### config.mk
export PLATFORM = sky130hd
export DESIGN_NAME = cam_pack
export DESIGN_NICKNAME = d
export VERILOG_FILES = /design/src/rtl/cam_pack.sv
export SDC_FILE = /design/constraint.sdc
export NUM_CORES = 1
export LEC_CHECK = 0
export BUFFER_PORTS_ARGS = -buffer_cell sky130_fd_sc_hd__buf_2
export CAP_MARGIN = 20
export CORE_MARGIN = 3
export CORE_UTILIZATION = 45
export CTS_CLUSTER_DIAMETER = 150
export CTS_CLUSTER_SIZE = 28
export DETAILED_ROUTE_END_ITERATION = 8
export PLACE_DENSITY = 0.64
export REMOVE_ABC_BUFFERS = 1
export SYNTH_ARGS = -nofsm -noshare
export SYNTH_HDL_FRONTEND = slang
export SYNTH_SLANG_ARGS = --single-unit
### constraint.sdc
create_clock -name clk -period 2 [get_ports clk]
set_clock_uncertainty 0.15 [all_clocks]
set_input_delay 0.4 -clock clk [delete_from_list [all_inputs] [get_ports clk]]
set_output_delay 0.4 -clock clk [all_outputs]
set_load 0.02 [all_outputs]
### src/rtl/cam_pack.sv
module cam_pack #(
  parameter int PIX_W      = 8,
  parameter int WORD_BYTES = 4,
  localparam int WORD_W    = PIX_W * WORD_BYTES,
  localparam int HALF_W    = WORD_W / 2,
  localparam int CNT_W     = (WORD_BYTES > 2) ? $clog2(WORD_BYTES) : 1
) (
  input  logic              clk,
  input  logic              rst_n,
  input  logic              enable,
  input  logic              pclk_in,
  input  logic [PIX_W-1:0]  data_in,
  input  logic              hsync_in,
  input  logic              vsync_in,
  input  logic              cfg_rise_edge,
  input  logic              cfg_inv_pclk,
  input  logic              cfg_inv_data,
  input  logic              cfg_gated,
  input  logic              cfg_hs_high,
  input  logic              cfg_msb_first,
  input  logic              cfg_swap16,
  output logic [WORD_W-1:0] word_out,
  output logic              word_valid
);

  logic              pe, pe_q, vs_q;
  logic              take_edge, hs_on, accept, vs_rise, last;
  logic [PIX_W-1:0]  pix;
  logic [CNT_W-1:0]  cnt;
  logic [WORD_W-1:0] acc, acc_next, packed_word;

  assign pe        = pclk_in ^ cfg_inv_pclk;
  assign take_edge = cfg_rise_edge ? (pe & ~pe_q) : (~pe & pe_q);
  assign hs_on     = (hsync_in == cfg_hs_high);
  assign accept    = take_edge & (~cfg_gated | hs_on);
  assign vs_rise   = vsync_in & ~vs_q;
  assign pix       = cfg_inv_data ? ~data_in : data_in;
  assign last      = (cnt == CNT_W'(WORD_BYTES - 1));

  assign acc_next  = cfg_msb_first ? {acc[WORD_W-PIX_W-1:0], pix}
                                   : {pix, acc[WORD_W-1:PIX_W]};
  assign packed_word = cfg_swap16 ? {acc_next[HALF_W-1:0], acc_next[WORD_W-1:HALF_W]}
                                  : acc_next;

  always_ff @(posedge clk) begin
    if (!rst_n) begin
      pe_q       <= 1'b0;
      vs_q       <= 1'b0;
      cnt        <= '0;
      acc        <= '0;
      word_out   <= '0;
      word_valid <= 1'b0;
    end else begin
      pe_q       <= pe;
      vs_q       <= vsync_in;
      word_valid <= 1'b0;
      if (!enable || vs_rise) begin
        cnt <= '0;
        acc <= '0;
      end else if (accept) begin
        if (last) begin
          cnt        <= '0;
          acc        <= '0;
          word_out   <= packed_word;
          word_valid <= 1'b1;
        end else begin
          cnt <= cnt + 1'b1;
          acc <= acc_next;
        end
      end
    end
  end

endmodule

* Word-level counts from Yosys, hierarchy flattened
Index checks and enable logic that the tools add are counted.
** Storage, ports and cells
- Register bits :: 69
- Input bits :: 21
- Output and inout port bits :: 33
** Cells by class
- Add/subtract/negate cells :: 1
- Equal/unequal tests :: 2
- Mux-type cells :: 7
- Bitwise logic cells :: 14
- Reduce and logical (&&, ||, !) cells :: 5
** Operators by type and width (count)
- 2-to-1 mux 32 bit :: 3
- 2-to-1 mux 8 bit :: 1
- NOT 8 bit :: 1
- NOT 1 bit :: 7
- AND 1 bit :: 4
- AND reduction 3 bit :: 1
- OR reduction 3 bit :: 1
- adder 2 x 1 -> 2 bit (second input constant) :: 1
- equality test 2 bit (second input constant) :: 1
- 2-to-1 mux 1 bit :: 2
- 2-to-1 mux 2 bit :: 1
- OR reduction 2 bit :: 1
- equality test 1 bit :: 1
- zero test 1 bit :: 1
- logical OR 1 bit :: 1
- OR 1 bit :: 1
- XOR 1 bit :: 1

* Longest topological paths before layout
Gate-level depths: netlist (run 1).
- Depth after elaboration :: 7
- Gate-level depth with buffers :: 7
- Mapped depth without buffers :: 4

* Least setup slack after synthesis (run 1)
Ideal clock, no wire load.
- Kind :: input to register
- Start :: in cfg_inv_pclk
- End :: reg word_out[19]
- Arrival :: 1.622 ns
- Required time :: 1.778 ns
- Setup slack :: 0.156 ns
- Stages on the path :: 6
- Buffers on the path :: 2
- Path through :: xor2_1 -> mux2_4 -> nor3b_2 -> buf_6 -> buf_12 -> mux2i_1
** On the way
- Word-level cells in the longest chain between the ends :: 6
** RTL lines
- from (decl) :: RTL line 16 : input logic cfg_inv_pclk,
- XOR 1 bit (*) :: RTL line 32 : assign pe = pclk_in ^ cfg_inv_pclk;
- NOT 1 bit :: RTL line 33 : assign take_edge = cfg_rise_edge ? (pe & ~pe_q) : (~pe & pe_q);
- AND 1 bit :: RTL line 33
- 2-to-1 mux 1 bit (*) :: RTL line 33
- AND 1 bit (*) :: RTL line 35 : assign accept = take_edge & (~cfg_gated | hs_on);
- AND reduction 3 bit (no source line) (*)
- to (signal assigned) :: RTL line 64 : word_out <= packed_word;
- to (decl) :: RTL line 22 : output logic [WORD_W-1:0] word_out,
Every way passes the cells marked *; elsewhere a longest branch is shown, timed or not.
A chain may end at the register's enable or synchronous reset.

* Worst setup path after layout (run 1)
- Start :: reg pe_q
- End :: reg word_out[23]
** On the way
- Word-level cells in the longest chain between the ends :: 5
** RTL lines
- from (decl) :: RTL line 26 : logic pe, pe_q, vs_q;
- from (signal assigned) :: RTL line 54 : pe_q <= pe;
- NOT 1 bit :: RTL line 33
- AND 1 bit :: RTL line 33
- 2-to-1 mux 1 bit (*) :: RTL line 33
- AND 1 bit (*) :: RTL line 35
- AND reduction 3 bit (no source line) (*)
Marked as above.

==> metrics.md, run 1 <==
| Metric | Value |
|---|---|
| Placed Cells | `582` |
| Vias per inst | `5.78` |
| Pre-Repair DR Iteration Count | `5` |
| Worst EP required | `2120 ps` |
| Starting Density | `47.7%` |
| # setup viols final | `0` |
| WP data arrival | `1940 ps` |
| Fin cells | `598` |
| Post-Syn Area | `3800 um2` |
| Post-route ant nets | `0` |
| WS Path Type | `reg2reg` |
| Setup bufs post-CTS | `0` |
| Final hold violations | `0` |
| Boundary Pins | `54` |
| Post-synthesis to final-layout area growth | `14.7%` |
| Clock Path Buffers | `2` |
| Detail Placement HPWL | `6160 um` |
| Share of cells above drive strength 1 | `25.2%` |
| Placement Cell Area | `4190 um2` |
| Initial DRC count | `251` |
| First-pass GRT wire length | `16400 um` |
| DIE AREA | `9580 um2` |
| Post_cts resized | `0` |
| Skew-Pair Late Insertion Delay | `350 ps` |
| Crit path launch type | `flip-flop` |
| Pin count of the biggest net entering global routing | `53` |
| Synth async-reset ratio | `0%` |
| Power Dens Cells | `656 nW/um2` |
| CTS clk-pin slew, worst paths | `70 ps` |
| DRC viols | `0` |
| Post-synth top area cell | `dfxtp_1` |
| Vias in the first global route | `3221` |
| Worst Hold Class | `in2reg` |
| Critical Path End Type | `flip-flop` |
| Final setup TNS | `0 ps` |
| Synth top area share | `36.4%` |
| Total via count in the routed design | `3457` |
| CP Max Fanout | `20` |
| Clk sinks | `69` |
| CTS tree | `built` |
| Final std cell area, no fill | `4360 um2` |
| # nets final | `513` |
| I/O Buffers | `53` |
| Wire per inst | `16.1 um` |
| Slew Limit Fails | `0` |
| Chip Height | `97.9 um` |
| # Max-Cap Violations | `0` |
| Placer Congestion | `0.818` |
| Fmax | `551 MHz` |
| EDFF count, synth | `0` |
| Grt ovf | `0` |
| Die Width | `97.9 um` |
| Slew HR | `73.4%` |
| RSZ-0062 raised after global routing | `false` |
| Place WS | `-53.3 ps` |
| Pleak | `1.68 nW` |
| Top-count cell post-synth | `nand2_1` |
| Syn. warnings | `0` |
| CTS Buf Count | `9` |
| Worst Tran Pin Value | `399 ps` |
| # hold bufs at CTS | `0` |
| Ant. Diodes | `0` |
| Sequential fraction of the synthesis area | `36.4%` |
| Maximum vdd drop | `0.334 mV` |
| Gr usage total | `20.9%` |
| Antenna violations before repair | `0` |
| Syn Area/Cell | `8.43 um2` |
| Minimum clock period | `1810 ps` |
| Main area contributors after synthesis | `dfxtp_1 36%, mux2i_1 13%, o21ai_0 9.2%` |
| # rows | `32` |
| Mapped Cells | `451` |
| Synth Register Bits | `69` |
| Ys flop type | `dfxtp_1` |
| Final setup margin | `186 ps` |
| Top cells by count, synth | `77 x nand2_1, 70 x o21ai_0, 69 x dfxtp_1` |
| Root buffer cell | `clkbuf_8` |
| Yosys cell types | `29` |
| Core area | `7970 um2` |
| Final critical-path share of the clock period | `90.7%` |
| Wirelength, routed | `9650 um` |
| H-tree level count | `3` |
| Run status | `completed` |
area by class of cell:
class                   count  area [um2]
well taps                 102         128
fillers                   746        3610
multi-input cells         334        2160
flip-flops and latches     69        1380
clock buffers              15         166
repair buffers             77         520
clock inverters             1        5.00
registers in the layout, indices dropped and copies added, names as in the netlist:
register / flops
cnt: 2
vs_q: 1
acc: 32
word_out: 32
pe_q: 1
word_valid: 1
cell families (layout without fill, tap and decap cells):
group           after synthesis  count (layout)  share of synthesized area, %
compound gates              115             115                          20.5
xor+xnor                     18              18                          4.15
fa+ha+maj                     1               1                         0.329
buf+inv                      48              93                          7.11
flops                        69              69                          36.4
mux                          50              50                          13.3
simple gates                150             150                          18.2
power breakdown:
group          internal (W)  switching [W]
registers           0.00138     0.00000549
clock network      0.000519       0.000515
logic              0.000174       0.000264
worst max-delay path, stage by stage, from the launching register on:
cell	delay (ps)
dfxtp_1	320
or2b_1	250
mux2_4	300
nor3b_4	280
buf_12	220
mux2i_1	210
metrics by stage:
stage	hold slack, ps	utilization (%)	total power, W
2_1_floorplan	282	-	0.00164
3_3_place_gp	290	52.6	0.00184
3_5_place_dp	294	52.6	0.00185
4_1_cts	107	54.7	0.00288
5_1_grt	131	54.7	0.00299
6_report	116	54.7	0.00286
routing by layer:
metal	routed length (um)	share of wire [%]	vias up	track usage, %
li1	-	-	1702	-
met1	4330	45	1597	29.8
met2	4320	45	148	30.9
met3	913	9.5	10	4.71
met4	79	0.82	0	7.24
met5	0	0	-	0
placed cells by master (no fill, tap or decap), drive strengths merged, types with 4 or more instances in the layout:
cell and instances:
dfxtp 69, xnor2 8, nand2 77, o21ai 74
a21oi 9, clkbuf 15, buf 77, xor2 10
nor2 25, nand2b 4, and2 4, nand4 34
mux2i 49, o221a 32
worst paths after layout:
check / startpoint / to / slack [ps] / cells after the start
setup / recovery: pe_q / word_out[23] / 190 / 5
hold / removal: vsync_in / vs_q / 120 / 2
setup reg to reg: pe_q / word_out[23] / 190 / 5
hold reg to reg: word_out[3] / word_out[3] / 300 / 2
Note: power is estimated with default switching activity, not from simulation.
==> run 2, diff against run 1 <==
CORE_UTILIZATION = 57   (was 45)
PLACE_DENSITY = 0.78   (was 0.64)
==> metrics.md, run 2 (synthesized netlist as in run 1, its figures left out) <==
| Metric | Value |
|---|---|
| Gr usage total | `26.4% (was 20.9%)` |
| First-pass GRT wire length | `16000 um (was 16400 um)` |
| Total via count in the routed design | `3579 (was 3457)` |
| Internal power | `0.00223 W (was 0.00207 W)` |
| CP Max Fanout | `24 (was 20)` |
| Post_cts resized | `0 (unchanged)` |
| Maximum vdd drop | `0.555 mV (was 0.334 mV)` |
| Initial DRC count | `291 (was 251)` |
| WP data arrival | `1990 ps (was 1940 ps)` |
| Setup bufs post-CTS | `0 (unchanged)` |
| Final hold violations | `0 (unchanged)` |
| I/O Buffers | `53 (unchanged)` |
| Post-route ant nets | `0 (unchanged)` |
| Place WS | `-98.6 ps (was -53.3 ps)` |
| Antenna violations before repair | `0 (unchanged)` |
| CTS Buf Count | `9 (unchanged)` |
| Minimum clock period | `1870 ps (was 1810 ps)` |
| DIE AREA | `7680 um2 (was 9580 um2)` |
| # hold bufs at CTS | `0 (unchanged)` |
| Biggest regs | `acc x32, word_out x32, cnt x2 (unchanged)` |
| Fillers | `535 (was 746)` |
| Worst EP required | `2120 ps (about the same)` |
| Final critical-path share of the clock period | `93.4% (was 90.7%)` |
| Clk sinks | `69 (unchanged)` |
| DRC viols | `0 (unchanged)` |
| H-tree level count | `3 (unchanged)` |
| Pre-Repair DR Iteration Count | `5 (unchanged)` |
| Clock Path Buffers | `2 (unchanged)` |
| Vias in the first global route | `3410 (was 3221)` |
| Final setup TNS | `0 ps (unchanged)` |
| Core area | `6420 um2 (was 7970 um2)` |
| Critical Path End Type | `flip-flop (unchanged)` |
| Die Width | `87.7 um (was 97.9 um)` |
| Worst Tran Pin Value | `427 ps (was 399 ps)` |
| Power Dens Cells | `698 nW/um2 (was 656 nW/um2)` |
| Final std cell area, no fill | `4360 um2 (about the same)` |
| Switching Power | `0.000811 W (was 0.000785 W)` |
| Post-synthesis to final-layout area growth | `14.8% (was 14.7%)` |
| # setup viols final | `0 (unchanged)` |
| Run status | `completed (unchanged)` |
| RSZ-0062 raised after global routing | `false (unchanged)` |
| Ant. Diodes | `0 (unchanged)` |
| # nets final | `512 (was 513)` |
| Root buffer cell | `clkbuf_8 (unchanged)` |
| Detail Placement HPWL | `6020 um (was 6160 um)` |
| Wirelength, routed | `9790 um (was 9650 um)` |
| Clk pwr share | `39.9% (was 36.2%)` |
| Commonest non-fill, non-tap cell in the layout | `nand2_1 (unchanged)` |
| CTS clk-pin slew, worst paths | `80 ps (was 70 ps)` |
| Skew-Pair Late Insertion Delay | `350 ps (about the same)` |
| Slew Limit Fails | `0 (unchanged)` |
| Slew HR | `71.5% (was 73.4%)` |
| Crit path launch type | `flip-flop (unchanged)` |
| CTS tree | `built (unchanged)` |
| # Max-Cap Violations | `0 (unchanged)` |
| Pin count of the biggest net entering global routing | `53 (unchanged)` |
| Fmax | `535 MHz (was 551 MHz)` |
| Most frequent cells in the layout | `77 x nand2_1, 70 x o21ai_0, 69 x dfxtp_1 (unchanged)` |
| Pleak | `1.69 nW (was 1.68 nW)` |
| Chip Height | `87.7 um (was 97.9 um)` |
| Share of cells above drive strength 1 | `25.7% (was 25.2%)` |
| Comb pwr share | `14.6% (was 15.3%)` |
| Starting Density | `59.2% (was 47.7%)` |
| Final setup margin | `133 ps (was 186 ps)` |
| Sw frac | `26.6% (was 27.5%)` |
| Wire per inst | `17.1 um (was 16.1 um)` |
| Boundary Pins | `54 (unchanged)` |
| Placer Congestion | `0.850 (was 0.818)` |
| # rows | `29 (was 32)` |
| WS Path Type | `reg2reg (unchanged)` |
| Placement Cell Area | `4150 um2 (was 4190 um2)` |
| Grt ovf | `0 (unchanged)` |
| Vias per inst | `6.26 (was 5.78)` |
| Worst Hold Class | `in2reg (unchanged)` |
| Sequential Power Share | `45.5% (was 48.5%)` |
==> run 2: power groups by stage <==
stage,sequential (W),combinational (W),clock (W)
after detailed placement,0.00142,0.000428,0
after floorplan,0.00142,0.000225,0
after global placement,0.00142,0.000420,0
after global routing,0.00139,0.000475,0.00130
after CTS,0.00139,0.000432,0.00122
final,0.00139,0.000443,0.00121
==> run 2: final timing paths <==
check / from / end / slack, ps / cells after the start
worst min-delay path: vsync_in / vs_q / 110 / 2
worst max-delay path: pe_q / word_out[15] / 130 / 5
worst min register to register: word_out[6] / word_out[6] / 300 / 2
worst max register to register: pe_q / word_out[15] / 130 / 5
==> run 2: layout make-up <==
class | count | area, um2 | share of cell area, %
multi-input cells | 334 | 2160 | 49.5
flip-flops and latches | 69 | 1380 | 31.7
well taps | 77 | 96.3 | 2.21
clock buffers | 13 | 169 | 3.87
clock inverters | 3 | 42.5 | 0.976
repair buffers | 76 | 513 | 11.8
==> run 2: critical path: stages (launching register included) <==
cell and delay (ps):
dfxtp_1 330, or2b_1 250, mux2_4 300, nor3b_4 250, buf_12 250, mux2i_1 250
==> run 2: metal layers <==
layer,up-vias,GRT usage (%),part of all wire (%),routed length [um]
met3,27,7.06,6.7,659
met1,1715,32.6,43,4170
met4,0,12.0,2.5,244
met5,-,0,0,0
met2,136,43.1,48,4720
li1,1701,-,-,-
==> run 2: metrics by stage <==
step,utilization [%],power (W),std cells,hold slack (ps)
2_1_floorplan,-,0.00164,403,282
3_3_place_gp,64.6,0.00184,556,289
3_5_place_dp,64.6,0.00185,556,293
4_1_cts,67.9,0.00304,572,113
5_1_grt,67.9,0.00316,572,102
6_report,67.9,0.00304,572,114
